--- src/rtl/spi_seq_pkg.sv ---
package spi_seq_pkg;
  localparam int WORD_W    = 18;
  localparam int KIND_LSB  = 14;
  localparam int CS_LSB    = 10;
  localparam int CNT_W     = 10;
  localparam int MAX_LANES = 8;

  typedef enum logic [3:0] {
    K_CMD   = 4'h5,
    K_ADDR  = 4'h6,
    K_DUMMY = 4'hB,
    K_IDLE  = 4'hC
  } kind_e;

  typedef enum logic [1:0] {
    M_HOLD,
    M_TOGGLE,
    M_SHIFT
  } mode_e;
endpackage

--- src/rtl/spi_seq_fifo.sv ---
module spi_seq_fifo #(
  parameter int WIDTH = 18,
  parameter int DEPTH = 16,
  localparam int AW    = (DEPTH > 1) ? $clog2(DEPTH) : 1,
  localparam int LVL_W = $clog2(DEPTH + 1)
) (
  input  logic             clk_i,
  input  logic             rst_ni,
  input  logic             wr_i,
  input  logic [WIDTH-1:0] wdata_i,
  input  logic             rd_i,
  output logic [WIDTH-1:0] rdata_o,
  output logic             empty_o,
  output logic [LVL_W-1:0] level_o,
  output logic             ovf_o
);
  logic [WIDTH-1:0] mem [DEPTH];
  logic [AW-1:0]    wptr_q, rptr_q;
  logic [LVL_W-1:0] cnt_q;
  logic             full, push, pop;

  assign full    = (cnt_q == LVL_W'(DEPTH));
  assign empty_o = (cnt_q == '0);
  assign push    = wr_i && !full;
  assign pop     = rd_i && !empty_o;
  assign rdata_o = mem[rptr_q];
  assign level_o = cnt_q;

  function automatic logic [AW-1:0] nxt(input logic [AW-1:0] p);
    return (p == AW'(DEPTH - 1)) ? '0 : p + 1'b1;
  endfunction

  always_ff @(posedge clk_i) begin
    if (push) mem[wptr_q] <= wdata_i;
  end

  always_ff @(posedge clk_i or negedge rst_ni) begin
    if (!rst_ni) begin
      wptr_q <= '0;
      rptr_q <= '0;
      cnt_q  <= '0;
      ovf_o  <= 1'b0;
    end else begin
      if (push) wptr_q <= nxt(wptr_q);
      if (pop)  rptr_q <= nxt(rptr_q);
      if (push && !pop)      cnt_q <= cnt_q + 1'b1;
      else if (pop && !push) cnt_q <= cnt_q - 1'b1;
      if (wr_i && full) ovf_o <= 1'b1;
    end
  end
endmodule

--- src/rtl/spi_seq_sck.sv ---
module spi_seq_sck #(
  parameter int DIV_W = 8
) (
  input  logic             clk_i,
  input  logic             rst_ni,
  input  logic             start_i,
  input  logic             run_i,
  input  logic             toggle_i,
  input  logic [DIV_W-1:0] div_m1_i,
  input  logic             cpol_i,
  input  logic             cpha_i,
  output logic             slot_end_o,
  output logic             sck_o
);
  logic [DIV_W-1:0] cnt_q;
  logic [DIV_W:0]   half;
  logic             late;

  assign half       = ({1'b0, div_m1_i} + 1'b1) >> 1;
  assign late       = ({1'b0, cnt_q} >= half);
  assign slot_end_o = run_i && (cnt_q == div_m1_i);
  // cpha=0: active level in second half; cpha=1: in first half
  assign sck_o      = cpol_i ^ (run_i && toggle_i && (cpha_i ? !late : late));

  always_ff @(posedge clk_i or negedge rst_ni) begin
    if (!rst_ni)         cnt_q <= '0;
    else if (start_i)    cnt_q <= '0;
    else if (slot_end_o) cnt_q <= '0;
    else if (run_i)      cnt_q <= cnt_q + 1'b1;
  end
endmodule

--- src/rtl/spi_seq_exec.sv ---
module spi_seq_exec
  import spi_seq_pkg::*;
#(
  parameter int DIV_W  = 8,
  parameter int NUM_CS = 2
) (
  input  logic                 clk_i,
  input  logic                 rst_ni,
  input  logic                 start_i,
  input  logic [WORD_W-1:0]    word_i,
  input  logic [1:0]           cmd_lanes_i,
  input  logic [1:0]           addr_lanes_i,
  input  logic [DIV_W-1:0]     div_m1_i,
  input  logic                 cpol_i,
  input  logic                 cpha_i,
  output logic                 ready_o,
  output logic                 sck_o,
  output logic [NUM_CS-1:0]    cs_n_o,
  output logic [MAX_LANES-1:0] io_o,
  output logic [MAX_LANES-1:0] io_oe_o
);
  logic              active_q;
  mode_e             mode_q;
  logic [1:0]        lanes_q;
  logic [7:0]        shreg_q;
  logic [CNT_W:0]    rem_q;
  logic [NUM_CS-1:0] cs_q;
  logic [DIV_W-1:0]  div_q;
  logic              slot_end;

  logic [3:0]        kind;
  logic [CNT_W-1:0]  field;
  logic [1:0]        lane_sel;
  logic [3:0]        lane_cnt;
  logic              unused_cs;

  assign kind      = word_i[KIND_LSB +: 4];
  assign field     = word_i[CNT_W-1:0];
  assign lane_sel  = (kind == K_CMD) ? cmd_lanes_i : addr_lanes_i;
  assign lane_cnt  = 4'd1 << lanes_q;
  assign unused_cs = ^word_i[13:CS_LSB];
  assign ready_o   = !active_q;
  assign cs_n_o    = cs_q;

  spi_seq_sck #(.DIV_W(DIV_W)) u_sck (
    .clk_i      (clk_i),
    .rst_ni     (rst_ni),
    .start_i    (start_i),
    .run_i      (active_q),
    .toggle_i   (mode_q != M_HOLD),
    .div_m1_i   (div_q),
    .cpol_i     (cpol_i),
    .cpha_i     (cpha_i),
    .slot_end_o (slot_end),
    .sck_o      (sck_o)
  );

  always_ff @(posedge clk_i or negedge rst_ni) begin
    if (!rst_ni) begin
      active_q <= 1'b0;
      mode_q   <= M_HOLD;
      lanes_q  <= '0;
      shreg_q  <= '0;
      rem_q    <= '0;
      cs_q     <= '1;
      div_q    <= '0;
    end else if (start_i && !active_q) begin
      case (kind)
        K_CMD, K_ADDR: begin
          active_q <= 1'b1;
          mode_q   <= M_SHIFT;
          lanes_q  <= lane_sel;
          shreg_q  <= word_i[7:0];
          rem_q    <= (CNT_W+1)'(4'd8 >> lane_sel);
          cs_q     <= word_i[CS_LSB +: NUM_CS];
          div_q    <= div_m1_i;
        end
        K_DUMMY: begin
          active_q <= 1'b1;
          mode_q   <= M_TOGGLE;
          rem_q    <= {1'b0, field} + 1'b1;
          cs_q     <= word_i[CS_LSB +: NUM_CS];
          div_q    <= div_m1_i;
        end
        K_IDLE: begin
          active_q <= (field != '0);
          mode_q   <= M_HOLD;
          rem_q    <= {1'b0, field};
          cs_q     <= word_i[CS_LSB +: NUM_CS];
          div_q    <= div_m1_i;
        end
        default: ;  // unknown kind retires silently
      endcase
    end else if (active_q && slot_end) begin
      if (rem_q == (CNT_W+1)'(1)) active_q <= 1'b0;
      else                        rem_q    <= rem_q - 1'b1;
      if (mode_q == M_SHIFT) shreg_q <= shreg_q << lane_cnt;
    end
  end

  always_comb begin
    io_o    = '0;
    io_oe_o = '0;
    if (active_q && mode_q == M_SHIFT) begin
      case (lanes_q)
        2'd0: begin io_o[0]   = shreg_q[7];   io_oe_o = 8'h01; end
        2'd1: begin io_o[1:0] = shreg_q[7:6]; io_oe_o = 8'h03; end
        2'd2: begin io_o[3:0] = shreg_q[7:4]; io_oe_o = 8'h0F; end
        default: begin io_o   = shreg_q;      io_oe_o = 8'hFF; end
      endcase
    end
  end
endmodule

--- src/rtl/spi_cmd_seq.sv ---
module spi_cmd_seq
  import spi_seq_pkg::*;
#(
  parameter int DEPTH  = 16,
  parameter int DIV_W  = 8,
  parameter int NUM_CS = 2,
  localparam int LVL_W = $clog2(DEPTH + 1)
) (
  input  logic                 clk_i,
  input  logic                 rst_ni,
  input  logic                 cmd_wr_i,
  input  logic [WORD_W-1:0]    cmd_word_i,
  input  logic [1:0]           cmd_lanes_i,
  input  logic [1:0]           addr_lanes_i,
  input  logic                 cpol_i,
  input  logic                 cpha_i,
  input  logic [DIV_W-1:0]     div_m1_i,
  output logic [LVL_W-1:0]     fifo_level_o,
  output logic                 overflow_o,
  output logic                 busy_o,
  output logic                 sck_o,
  output logic [NUM_CS-1:0]    cs_n_o,
  output logic [MAX_LANES-1:0] io_o,
  output logic [MAX_LANES-1:0] io_oe_o
);
  logic [WORD_W-1:0] fifo_word, pf_word_q;
  logic              fifo_empty, pf_valid_q, pf_load, exec_ready, exec_take;

  spi_seq_fifo #(.WIDTH(WORD_W), .DEPTH(DEPTH)) u_fifo (
    .clk_i   (clk_i),
    .rst_ni  (rst_ni),
    .wr_i    (cmd_wr_i),
    .wdata_i (cmd_word_i),
    .rd_i    (pf_load),
    .rdata_o (fifo_word),
    .empty_o (fifo_empty),
    .level_o (fifo_level_o),
    .ovf_o   (overflow_o)
  );

  // prefetch stage
  assign exec_take = pf_valid_q && exec_ready;
  assign pf_load   = !fifo_empty && (!pf_valid_q || exec_take);

  always_ff @(posedge clk_i or negedge rst_ni) begin
    if (!rst_ni) begin
      pf_valid_q <= 1'b0;
      pf_word_q  <= '0;
    end else if (pf_load) begin
      pf_valid_q <= 1'b1;
      pf_word_q  <= fifo_word;
    end else if (exec_take) begin
      pf_valid_q <= 1'b0;
    end
  end

  spi_seq_exec #(.DIV_W(DIV_W), .NUM_CS(NUM_CS)) u_exec (
    .clk_i        (clk_i),
    .rst_ni       (rst_ni),
    .start_i      (exec_take),
    .word_i       (pf_word_q),
    .cmd_lanes_i  (cmd_lanes_i),
    .addr_lanes_i (addr_lanes_i),
    .div_m1_i     (div_m1_i),
    .cpol_i       (cpol_i),
    .cpha_i       (cpha_i),
    .ready_o      (exec_ready),
    .sck_o        (sck_o),
    .cs_n_o       (cs_n_o),
    .io_o         (io_o),
    .io_oe_o      (io_oe_o)
  );

  assign busy_o = pf_valid_q || !exec_ready || !fifo_empty;
endmodule

--- config.mk ---
export PLATFORM = sky130hd
export DESIGN_NAME = spi_cmd_seq
export DESIGN_NICKNAME = d
export VERILOG_FILES = /design/src/rtl/spi_seq_pkg.sv /design/src/rtl/spi_seq_fifo.sv /design/src/rtl/spi_seq_sck.sv /design/src/rtl/spi_seq_exec.sv /design/src/rtl/spi_cmd_seq.sv
export SDC_FILE = /design/constraint.sdc
export NUM_CORES = 1
export LEC_CHECK = 0
export BUFFER_PORTS_ARGS = -buffer_cell sky130_fd_sc_hd__buf_2
export CAP_MARGIN = 25
export CORE_MARGIN = 2
export CORE_UTILIZATION = 30
export DETAILED_ROUTE_END_ITERATION = 7
export SLEW_MARGIN = 20
export SYNTH_ARGS = -nofsm -noshare
export SYNTH_HDL_FRONTEND = slang
export SYNTH_SLANG_ARGS = --single-unit
--- constraint.sdc ---
create_clock -name clk_i -period 8.6 [get_ports clk_i]
set_clock_uncertainty 0.15 [all_clocks]
set_input_delay 1.72 -clock clk_i [delete_from_list [all_inputs] [get_ports clk_i]]
set_output_delay 1.72 -clock clk_i [all_outputs]
set_load 0.005 [all_outputs]
==> flow_summary.ini, run 1 <==
[outcome]
status = complete, no violations

[drt]
drt_iter0_markers = 704
wl_per_cell_um = 18.8
vias_per_cell = 4.94
wl_mm = 30.6
route.detailed.drc = 0
antenna_violating_nets_post_route = 0
drt_pass1_iterations = 5
routed-via-count = 8031

[global_routing]
track_usage = 0.125
grt_overflow = 0
grt_pass1_vias = 8175
grt_pass1_wl_mm = 47.9
grt_max_degree = 74
grt_antenna_before_repair = 2

[synth]
synth_area_sq_um = 14400
avgSynthCellArea_sq_um = 15.7
yosys-top-cells-area = edfxtp_1 53%, mux4_2 13%, dfrtp_1 12%
yosysSeqAreaShare = 0.662
synth_edf_count = 256
yosys_warnings = 0
synth-seq-cells = 329
synth-main-ff-cell = edfxtp_1
syn_inst = 917
postSynth.asyncResetShare = 0.222
synth_top_area_frac = 0.534
syn_nets = 980
synth_cell_type_count = 63
yosys-top-cells-count = 256 x edfxtp_1, 93 x nand2_1, 80 x mux4_2, 71 x dfrtp_1, 58 x nor2_1
yosysMostFrequentCell = edfxtp_1
yosysTopAreaCell = edfxtp_1

[die]
io_pins = 61
die_area_sq_um = 49700
die_w_um = 223
core-area_sq_um = 47500
start_util = 0.303
core.rowCount = 80
die_height_um = 223

[cts]
cts_tree = yes
cts_resized = 0
cts_root_buffer = clkbuf_16
post-cts-setup-buffers = 0
h-tree-depth = 2
cts_hold_buf = 0
path_clk_slew_ns = 0.05
clk_latency_ns = 0.55
numCtsBuffers = 37
clock_path_buffers = 3
clock-sinks = 329

[sta]
fin_hold_ws_ns = 0.335
rsz0062_at_grt = no
fin_crit_sh = 0.575
setup_slack_ns = 3.66
final-max-slew-violation-count = 0
tightestPinTransition_ns = 1.04
setup_viol = 0
tns_ns = 0
timing.final.crit_period_ns = 4.94
relSlewSlack = 0.308
fmax_mhz = 202
hold_violations = 0

[worst_setup_path]
max_stage_delay_ns = 0.43
cp.required_ns = 6.73
cp_cell_sequence = ha_1 -> nand2_1 -> nor2_1 -> xnor2_1 -> ha_1 -> a21oi_1 -> nor2_1 -> a211oi_1 -> nand3b_1 -> mux2_2 -> nand3_1 -> buf_2
cp-start-kind = register
cp-end-kind = primary output
cpMaxStageDelayCell = a211oi_1
worstPathMaxFanout = 4
arrival_ns = 3.07
cp_num_buf_inv = 1
path_class = reg2out
crit_family = compound AO/OA/AOI/OAI gates

[power]
power.net_switching_mw = 1.79
combPwrFrac = 0.312
p_seq_frac = 0.421
vdd_drop_max_v = 0.000137
p_leak_nw = 5.86
powerDensity_nw_per_um2 = 327
pwr-share-clk = 0.268
p_sw_frac = 0.329
power.total_mw = 5.43
p_int_mw = 3.64

[min_path]
hold_path_class = reg2reg

[placement]
place_ws_ns = 4.06
placed_area_sq_um = 15500
dp_cells = 1560
place_congestion = 0.792
portBuffers = 58
dp_hpwl_mm = 18.4

[layout]
layout.core_utilization = 0.349
nets = 1048
syn2layout_area_growth_pct = 15.5
design_area_sq_um = 16600
drive_gt1_frac = 0.251
fin_cells = 1626

[run]
cap_viol_max_count = 0
## layout make-up
type                       count  area, sq um
antenna                        1         2.50
multi-input combinational    515         4590
clock buffer                  42          945
tap                          615          769
clock inverter                22          181
fill                        4495        30900
inverter                      20         75.1
sequential                   329         9520
timing repair buffer          82          520
## logic make-up after synthesis
logic type               Yosys count  synth area share
XOR/XNOR                          30            0.0183
AO/OA/AOI/OAI                    123            0.0557
adder cells (fa/ha/maj)           28            0.0249
AND/OR/NAND/NOR                  230            0.0731
multiplexers                     104             0.143
flip-flops                       329             0.662
buffers and inverters             73            0.0230
## power by group through the flow
stage               registers (mW)  logic (mW)  clock network, mW
finish                        2.28        1.69               1.45
global route                  2.33        1.87               1.56
CTS                           2.29        1.72               1.50
detailed placement            2.32        1.71                  0
global placement              2.32        1.67                  0
floorplan                     2.16        1.35                  0
## path summary, 6_finish.rpt
path | slack (ns) | from | end | cells past startpoint
min in group asynchronous | 0.91 | rst_ni | u_exec.u_sck.cnt_q[7] | 1
min reg2reg | 0.33 | u_fifo.ovf_o | u_fifo.ovf_o | 1
max reg2reg | 4.53 | u_fifo.level_o[1] | u_fifo.level_o[4] | 12
max | 3.66 | u_exec.div_q[1] | sck_o | 12
min | 0.33 | u_fifo.ovf_o | u_fifo.ovf_o | 1
max in group asynchronous | 6.79 | rst_ni | u_exec.cs_n_o[1] | 2
## registers in the layout, summed over array words and instances (netlist names)
name,cells
u_exec.cs_n_o,2
u_fifo.wptr_q,4
u_exec.active_q,1
u_fifo.mem,256
u_exec.shreg_q,8
u_exec.div_q,8
u_fifo.rptr_q,4
pf_word_q,16
u_exec.u_sck.cnt_q,8
u_exec.mode_q,2
pf_valid_q,1
u_fifo.ovf_o,1
u_exec.lanes_q,2
u_fifo.level_o,5
u_exec.rem_q,11
## layout by cell type, fill, tap and decap left out, types with 22 or more instances in the layout
| master | count |
|---|---|
| dfrtp_1 | 69 |
| a21oi_1 | 26 |
| o21ai_0 | 33 |
| nor2_1 | 46 |
| mux4_2 | 80 |
| edfxtp_1 | 256 |
| buf_2 | 57 |
| clkbuf_16 | 37 |
| ha_1 | 27 |
| buf_4 | 22 |
| nand2_1 | 93 |
## routing by layer
layer	up-vias	track usage	wire length, um	part of all wire
met5	-	0	7	0.00023
met4	2	0.0318	466	0.015
met3	39	0.0248	1440	0.047
met2	169	0.207	14900	0.49
met1	4125	0.169	13800	0.45
li1	3696	-	-	-
Power figures use the tool's default switching activity.
==> inputs of run 2 (changes only) <==
- ABC_AREA: not set -> 1
- clock period: 8.6 -> 4.45 ns (I/O delays scaled with it)
==> run 2 against run 1 <==
Against the previous run: worst setup slack got worse by 3.0 ns; highest routed layer is now met4; via count rose by 34%; synthesized area rose by 4.5%; register-to-register slack got worse by 3.2 ns; cell area rose by 3.9%.
==> flow_summary.ini, run 2 <==
[synth]
yosysSeqAreaShare = 0.633
synth_top_area_frac = 0.511
syn_nets = 1549
yosys_warnings = 0
yosys-top-cells-count = 278 x nand2_1, 256 x edfxtp_1, 253 x nor2_1, 131 x o21ai_0, 120 x nand3_1
avgSynthCellArea_sq_um = 10.1
yosysMostFrequentCell = nand2_1
synth-seq-cells = 329
yosysTopAreaCell = edfxtp_1
synth_edf_count = 256
postSynth.asyncResetShare = 0.222
syn_inst = 1486
synth_area_sq_um = 15000
yosys-top-cells-area = edfxtp_1 51%, dfrtp_1 12%, nand2_1 6.9%
synth-main-ff-cell = edfxtp_1
synth_cell_type_count = 43

[sta]
rsz0062_at_grt = no
tightestPinTransition_ns = 1.02
relSlewSlack = 0.318
setup_slack_ns = 0.641
final-max-slew-violation-count = 0
tns_ns = 0
timing.final.crit_period_ns = 3.81
fin_hold_ws_ns = 0.285
hold_violations = 0
fin_crit_sh = 0.856
setup_viol = 0
fmax_mhz = 263

[drt]
highest_layer = met4
route.detailed.drc = 0
drt_pass1_iterations = 5
antenna_violating_nets_post_route = 0
vias_per_cell = 4.80
drt-met1-wl_mm = 16.7
wl_mm = 36.4
wl_met2_mm = 16.6
wl_per_cell_um = 16.2
routed-via-count = 10700
wl_met3_mm = 2.31
drt_iter0_markers = 957

[power]
vdd_drop_max_v = 0.000342
p_sw_frac = 0.404
pwr-share-clk = 0.252
p_seq_frac = 0.372
power.net_switching_mw = 4.72
powerDensity_nw_per_um2 = 677
p_int_mw = 6.96
combPwrFrac = 0.376
p_leak_nw = 6.61
power.total_mw = 11.7

[worst_setup_path]
cp.required_ns = 3.41
cp-start-kind = register
path_class = reg2out
worstPathMaxFanout = 4
cp-end-kind = primary output
reg2reg_depth = 8
arrival_ns = 2.77

[min_path]
hold_path_class = in2async

[die]
core-area_sq_um = 49900
die_w_um = 228
core.rowCount = 82
die_area_sq_um = 51900
io_pins = 61
die_height_um = 228
start_util = 0.302

[layout]
reg.largest.list = u_fifo.mem x256, pf_word_q x16, u_exec.rem_q x11
diodes = 0
design_area_sq_um = 17300
nets = 1603
fillers = 5058
largest_register_ff_count = 256
max_flop_register = u_fifo.mem
final_common_cell = nand2_1
syn2layout_area_growth_pct = 14.8
drive_gt1_frac = 0.119
final_cell_mix = 278 x nand2_1, 256 x edfxtp_1, 240 x nor2_1

[cts]
clock-sinks = 329
cts_resized = 0
clock_path_buffers = 3
numCtsBuffers = 35
clk_latency_ns = 0.55
cts_root_buffer = clkbuf_16
cts_tree = yes
post-cts-setup-buffers = 0
h-tree-depth = 2
path_clk_slew_ns = 0.06
cts_hold_buf = 0

[placement]
placed_area_sq_um = 16100
place_congestion = 0.894
place_ws_ns = 1.16
dp_hpwl_mm = 22.8
portBuffers = 58

[run]
cap_viol_max_count = 0

[global_routing]
track_usage = 0.138
grt_antenna_before_repair = 0
grt_pass1_vias = 10400
grt_max_degree = 97
grt_pass1_wl_mm = 57.6
grt_overflow = 0

[outcome]
status = complete, no violations
## run 2: changes by cell type after synthesis, moves of 13 or more
cell / delta
a21oi_1: +19
buf_2: +15
inv_1: +65
mux2_2: -17
mux4_2: -80
nand2_1: +185
nand3_1: +107
nor2_1: +195
o211ai_1: +32
o21ai_0: +98
o21ai_1: +13
## run 2: final timing paths
path,to,startpoint,slack (ns)
setup / recovery,sck_o,u_exec.div_q[0],0.64
max in group asynchronous,u_exec.div_q[7],rst_ni,3.10
hold / removal,u_exec.shreg_q[7],rst_ni,0.28
min in group clk_i,u_exec.cs_n_o[1],u_exec.cs_n_o[1],0.31
setup reg to reg,pf_word_q[2],u_fifo.rptr_q[0],1.32
hold reg to reg,u_exec.cs_n_o[1],u_exec.cs_n_o[1],0.31
## run 2: area by class of cell
cell class	count	area [sq um]	share of cell area
Clock buffer	45	933	0.0541
Clock inverter	19	214	0.0124
Inverter	99	373	0.0216
Multi-Input combinational cell	991	4850	0.281
Sequential cell	329	9520	0.552
Tap cell	672	841	0.0487
Timing Repair Buffer	84	523	0.0303
## run 2: power by group through the flow
stage | sequential (mW) | combinational, mW | clock [mW]
after floorplan | 4.17 | 3.27 | 0
after global placement | 4.39 | 4.26 | 0
after detailed placement | 4.40 | 4.35 | 0
after CTS | 4.34 | 4.36 | 3.01
after global routing | 4.41 | 4.99 | 3.14
final | 4.34 | 4.39 | 2.95
## run 2: stage by stage
stage                     cells   util
after CTS                  2236  0.345
after detailed placement   2172  0.322
after floorplan            1486      -
after global routing       2239  0.346
after global placement     2171  0.322
final                      2239  0.346
## run 2: per-layer routing
metal	vias up	GRT usage
li1	5211	-
met1	5144	0.191
met2	332	0.223
met3	53	0.0251
met4	0	0.0372
met5	-	0
## run 2: cells by family (layout without fill, tap and decap cells)
family | Yosys count | after routing | synth area share
DFF | 329 | 329 | 0.633
adders and majority gates | 28 | 28 | 0.0238
and+or+nand+nor | 690 | 690 | 0.190
xor gates and xnor gates | 21 | 21 | 0.0122
buffers and inverters | 166 | 247 | 0.0465
AOI/OAI and AO/OA | 252 | 252 | 0.0942
## run 2: critical path, stage by stage (launching register included)
cell	delay [ns]
dfrtp_1	0.39
ha_1	0.20
nand2_1	0.07
or3_1	0.39
nor2_1	0.12
nand2_1	0.06
ha_1	0.29
a21oi_1	0.14
o21a_1	0.15
nand2_1	0.06
nand2_1	0.07
nand3_1	0.07
nand2_1	0.06
nand2_1	0.04
buf_2	0.12
